==> src/rtl/splitter_pkg.sv <==
package splitter_pkg;

  localparam int LANES     = 4;
  localparam int MAX_STEPS = 3;
  localparam int CNT_W     = $clog2(MAX_STEPS + 1);
  localparam int STEP_W    = $clog2(MAX_STEPS);

  typedef enum logic [1:0] {
    SZ_BYTE = 2'd0,
    SZ_WORD = 2'd1,
    SZ_LONG = 2'd2,
    SZ_RSVD = 2'd3
  } acc_size_e;

  typedef struct packed {
    logic [CNT_W-1:0]              count;
    logic [MAX_STEPS-1:0][1:0]     steps;
  } split_plan_t;

  function automatic logic [2:0] size_bytes(logic [1:0] s);
    case (s)
      2'd1:    return 3'd2;
      2'd2:    return 3'd4;
      default: return 3'd1;
    endcase
  endfunction

endpackage

==> src/rtl/split_planner.sv <==
module split_planner
  import splitter_pkg::*;
(
  input  logic [1:0]  size,
  input  logic [1:0]  offs,
  output split_plan_t plan
);

  always_comb begin
    plan       = '0;
    plan.count = CNT_W'(1);
    case (acc_size_e'(size))
      SZ_WORD: begin
        if (offs[0]) begin
          plan.count    = CNT_W'(2);
          plan.steps[0] = SZ_BYTE;
          plan.steps[1] = SZ_BYTE;
        end else begin
          plan.steps[0] = SZ_WORD;
        end
      end
      SZ_LONG: begin
        case (offs)
          2'd0: plan.steps[0] = SZ_LONG;
          2'd2: begin
            plan.count    = CNT_W'(2);
            plan.steps[0] = SZ_WORD;
            plan.steps[1] = SZ_WORD;
          end
          default: begin
            plan.count    = CNT_W'(3);
            plan.steps[0] = SZ_BYTE;
            plan.steps[1] = SZ_WORD;
            plan.steps[2] = SZ_BYTE;
          end
        endcase
      end
      default: plan.steps[0] = SZ_BYTE;
    endcase
  end

endmodule

==> src/rtl/split_lane_decode.sv <==
module split_lane_decode
  import splitter_pkg::*;
(
  input  logic [1:0]       offs,
  input  logic [1:0]       size,
  output logic [LANES-1:0] lanes
);

  logic [2:0] nbytes;
  logic [3:0] lo;
  logic [3:0] hi;

  always_comb begin
    nbytes = size_bytes(size);
    lo     = {2'b00, offs};
    hi     = lo + {1'b0, nbytes};
  end

  for (genvar i = 0; i < LANES; i++) begin : g_lane
    assign lanes[i] = (4'(i) >= lo) && (4'(i) < hi);
  end

endmodule

==> src/rtl/split_seq.sv <==
module split_seq
  import splitter_pkg::*;
#(
  parameter int ADDR_W = 32
) (
  input  logic              clk,
  input  logic              rst_n,
  input  logic              start,
  input  logic [ADDR_W-1:0] start_addr,
  input  split_plan_t       plan,
  input  logic              ack,
  output logic              busy,
  output logic [ADDR_W-1:0] cur_addr,
  output logic [1:0]        cur_size,
  output logic              last,
  output logic [CNT_W-1:0]  count
);

  logic              busy_q;
  logic [ADDR_W-1:0] addr_q;
  logic [STEP_W-1:0] step_q;
  split_plan_t       plan_q;
  logic [ADDR_W-1:0] incr;

  always_comb begin
    cur_size = plan_q.steps[step_q];
    last     = (CNT_W'(step_q) + CNT_W'(1)) == plan_q.count;
    incr     = ADDR_W'(size_bytes(cur_size));
  end

  always_ff @(posedge clk) begin
    if (!rst_n) begin
      busy_q <= 1'b0;
      addr_q <= '0;
      step_q <= '0;
      plan_q <= '0;
    end else if (start) begin
      busy_q <= 1'b1;
      addr_q <= start_addr;
      step_q <= '0;
      plan_q <= plan;
    end else if (busy_q && ack) begin
      addr_q <= addr_q + incr;
      if (last) busy_q <= 1'b0;
      else      step_q <= step_q + STEP_W'(1);
    end
  end

  assign busy     = busy_q;
  assign cur_addr = addr_q;
  assign count    = plan_q.count;

endmodule

==> src/rtl/misaligned_splitter.sv <==
module misaligned_splitter
  import splitter_pkg::*;
#(
  parameter int ADDR_W = 32
) (
  input  logic              clk,
  input  logic              rst_n,
  input  logic              req_valid,
  output logic              req_ready,
  input  logic [ADDR_W-1:0] req_addr,
  input  logic [1:0]        req_size,
  output logic              bus_valid,
  input  logic              bus_ready,
  output logic [ADDR_W-1:0] bus_addr,
  output logic [1:0]        bus_size,
  output logic [LANES-1:0]  bus_lanes,
  output logic              done,
  output logic [CNT_W-1:0]  acc_count
);

  split_plan_t plan;
  logic        busy;
  logic        last;
  logic        take;

  assign req_ready = !busy;
  assign take      = req_valid && req_ready;

  split_planner u_plan (
    .size (req_size),
    .offs (req_addr[1:0]),
    .plan (plan)
  );

  split_seq #(.ADDR_W(ADDR_W)) u_seq (
    .clk        (clk),
    .rst_n      (rst_n),
    .start      (take),
    .start_addr (req_addr),
    .plan       (plan),
    .ack        (bus_ready),
    .busy       (busy),
    .cur_addr   (bus_addr),
    .cur_size   (bus_size),
    .last       (last),
    .count      (acc_count)
  );

  split_lane_decode u_lanes (
    .offs  (bus_addr[1:0]),
    .size  (bus_size),
    .lanes (bus_lanes)
  );

  assign bus_valid = busy;
  assign done      = busy && bus_ready && last;

endmodule

==> config.mk <==
export PLATFORM = sky130hd
export DESIGN_NAME = misaligned_splitter
export DESIGN_NICKNAME = d
export VERILOG_FILES = /design/src/rtl/splitter_pkg.sv /design/src/rtl/split_planner.sv /design/src/rtl/split_lane_decode.sv /design/src/rtl/split_seq.sv /design/src/rtl/misaligned_splitter.sv
export SDC_FILE = /design/constraint.sdc
export NUM_CORES = 1
export LEC_CHECK = 0
export ABC_AREA = 1
export BUFFER_PORTS_ARGS = -buffer_cell sky130_fd_sc_hd__buf_2
export CORE_UTILIZATION = 52
export CTS_CLUSTER_DIAMETER = 40
export DETAILED_ROUTE_END_ITERATION = 8
export HOLD_SLACK_MARGIN = 0.08
export MAX_ROUTING_LAYER = met4
export PLACE_DENSITY = 0.78
export SLEW_MARGIN = 20
export SYNTH_ARGS = -nofsm -noshare
export SYNTH_HDL_FRONTEND = slang
export SYNTH_HIERARCHICAL = 1
export SYNTH_SLANG_ARGS = --single-unit
export TNS_END_PERCENT = 5
==> constraint.sdc <==
create_clock -name clk -period 5.9 [get_ports clk]
set_clock_uncertainty 0.15 [all_clocks]
set_input_delay 1.18 -clock clk [delete_from_list [all_inputs] [get_ports clk]]
set_output_delay 1.18 -clock clk [all_outputs]
set_load 0.01 [all_outputs]
==> run metrics <==
internal reg-to-reg setup slack 2.64 ns; Net Sw Frac 31.9%; # H-tree levels 2; combinational power share 24.2%; Tmin final 4.09 ns; TritonCTS clock tree done; number of port buffers 80; pre-CTS WS 2.16 ns; Area after DPL 3650 µm²; crit-path leading delay family adder cells; Most Frequent Cell on Critical Path inv_1; Cell Rows 28; routed len/inst 13.1 µm; Final Instance Area 3780 µm²; asr flop ratio synth 0%; CP max stage cell dfxtp_1; clock sink count 43; leak pwr 1.80 nW; reg-to-reg startpoint u_seq/step_q[0]; # Post-CTS Setup Buffers 0; max-cap viol count 0; first-pass GRT wire length 14.3 mm; Worst setup SP type flip-flop; Vias 3612; Fin Setup TNS 0 ns; outcome complete, no violations; I/O Pins 81; Final Hold Vio Count 0; Root Buffer clkbuf_8; detailed-route DRC error count 0; number of global-route vias before repair 3165; Area growth, synth to finish 16.8%; Pwr Density 217 nW/µm²; Max Slew Vio Count 0; Post-DRT Antenna Nets 0; Post-Syn Instances 534; CP required 4.57 ns; HP Class flip-flop to flip-flop; syn avg cell area 6.07 µm²; starting density of the core 54.4%; share of cells above drive strength 1 18.8%; die width 80.9 µm; nets 657; ys flop type dfxtp_1; CTS Buffer Depth 2; maximum fanout along the worst path 5; Synth area leaders dfxtp_1, nand2_1, nor2_1; initial antenna violation count 0; top cell type's share of synthesized area 26.6%; RSZ-0062 raised after global routing false; final wirelength 8.93 mm; post-route clock period utilization 69.4%; relative slew slack 43.3%; Least-Margin Pin Slew 0.845 ns; die height 80.9 µm; Vias per Instance 5.30; clk_lat worst skew 0.30 ns; GR peak layer met2; Hold Crit Start u_seq/count[1]; grt total ovfl 0; met3 Use GR 5.73%; CTS clk-pin slew, worst paths 0.08 ns; CP Buf/Inv Count 5; die footprint 6550 µm²; Sequential Power Share 41.7%; Setup-failing EPs final 0; Mapped Area 3240 µm²; top cells by count, synth nand2_1, nor2_1, inv_1; total CTS buffers 5; # hold bufs at CTS 0; Worst IR Drop VDD 0.120 mV; post_cts resized 0; Post-synth EDFFs 0; core area 5960 µm²; met1 GRT Util 37.4%; Worst setup EP type output pin; Yosys cell types 36; drt pass-1 iters 6; Post-Layout Cell Count 682; post-detail-place hpwl 6.61 mm; Ant. Diodes 0; Total GRT Usage 29.2%; synth warn 6; Placed Cells 674; register bit total from synthesis 43; worst hold slack 0.358 ns; Iteration-0 DRC Markers 255; max incr delay on CP 0.42 ns; part of the power in the clock network 34.1%; Peak Freq 0.244 GHz; Seq/Total Area, Yosys 26.6%; setup ws final 1.81 ns; largest net degree at the start of global routing 40; most frequent cell after synthesis nand2_1; critical path arrival 2.76 ns; met2 usage 46.2%; crit path cell chain inv_1, nand2_1, inv_1, a22oi_1, inv_1, inv_1, ha_1, ha_1, fa_1, nand2_1, nand2_1, nor2_2, a21oi_1, buf_2; worst setup path start u_seq/step_q[0]; crit path kind flip-flop to output pin; sw power 0.262 mW; P_int 0.558 mW; Synth area leader dfxtp_1; routability cong. 0.912
==> logic make-up after synthesis <==
logic type,synth area share [%]
and+or+nand+nor,39.4
AOI/OAI and AO/OA,15.4
buffers and inverters,11.4
adders and majority gates,5.48
xor gates and xnor gates,1.62
DFF,26.6
other,0.116
==> worst min-delay path, cell delays in order (launching register included) <==
cell	delay, ns
dfxtp_1	0.33
inv_1	0.07
a21oi_1	0.06
==> layout by cell type, fill, tap and decap left out, types with 2 or more instances in the layout <==
| cell type | n |
|---|---|
| nand3_2 | 2 |
| xnor2_1 | 3 |
| o21ai_0 | 35 |
| inv_2 | 6 |
| o21ai_1 | 4 |
| bufinv_16 | 2 |
| a21oi_1 | 38 |
| nand3_1 | 30 |
| nand3_4 | 2 |
| nand4_1 | 2 |
| conb_1 | 3 |
| a22o_1 | 2 |
| nand2_2 | 3 |
| xor2_1 | 3 |
| nand3b_1 | 5 |
| ha_1 | 11 |
| nand2_1 | 159 |
| fa_1 | 2 |
| a22oi_1 | 2 |
| dfxtp_1 | 43 |
| a31oi_1 | 8 |
| inv_1 | 64 |
| nor2_4 | 7 |
| clkinv_1 | 2 |
| buf_2 | 80 |
| o21bai_1 | 3 |
| clkbuf_8 | 5 |
| nor2_2 | 3 |
| nor2_1 | 71 |
==> power by group through the flow <==
stage	sequential, mW	clock (mW)	combinational, mW
6_report	0.342	0.280	0.198
5_1_grt	0.346	0.293	0.224
4_1_cts	0.341	0.281	0.197
3_5_place_dp	0.348	0	0.196
3_3_place_gp	0.348	0	0.190
2_1_floorplan	0.349	0	0.127
==> through the flow <==
step           total power, mW  util, %
6_report                 0.820     63.6
2_1_floorplan            0.475        -
3_5_place_dp             0.544     61.3
4_1_cts                  0.820     63.6
3_3_place_gp             0.538     61.3
5_1_grt                  0.862     63.6
==> registers in the layout, indices dropped and copies added, names as in the netlist <==
signal / count
u_seq/count: 2
u_seq/plan_q: 6
u_seq/cur_addr: 32
u_seq/step_q: 2
u_seq/busy: 1
==> final cells by class <==
class                           instances  area [µm²]
Sequential cell                        43         861
Multi-Input combinational cell        403        2020
Clock inverter                          2        60.1
Fill cell                             587        2170
Tap cell                               75        93.8
Timing Repair Buffer                   81         408
Clock buffer                            6        72.6
Inverter                               72         270
==> path summary, 6_finish.rpt <==
check | endpoint | depth (start not counted)
hold / removal | u_seq/count[1] | 2
setup reg to reg | u_seq/cur_addr[30] | 19
hold reg to reg | u_seq/count[1] | 2
setup / recovery | bus_lanes[1] | 14
==> metal layers <==
metal  share of wire, %  vias up
met4                1.3        0
met3                8.0       11
met5                  0        -
li1                   -     1827
met1                 45     1629
met2                 46      145
Note: power is estimated with default switching activity, not from simulation.
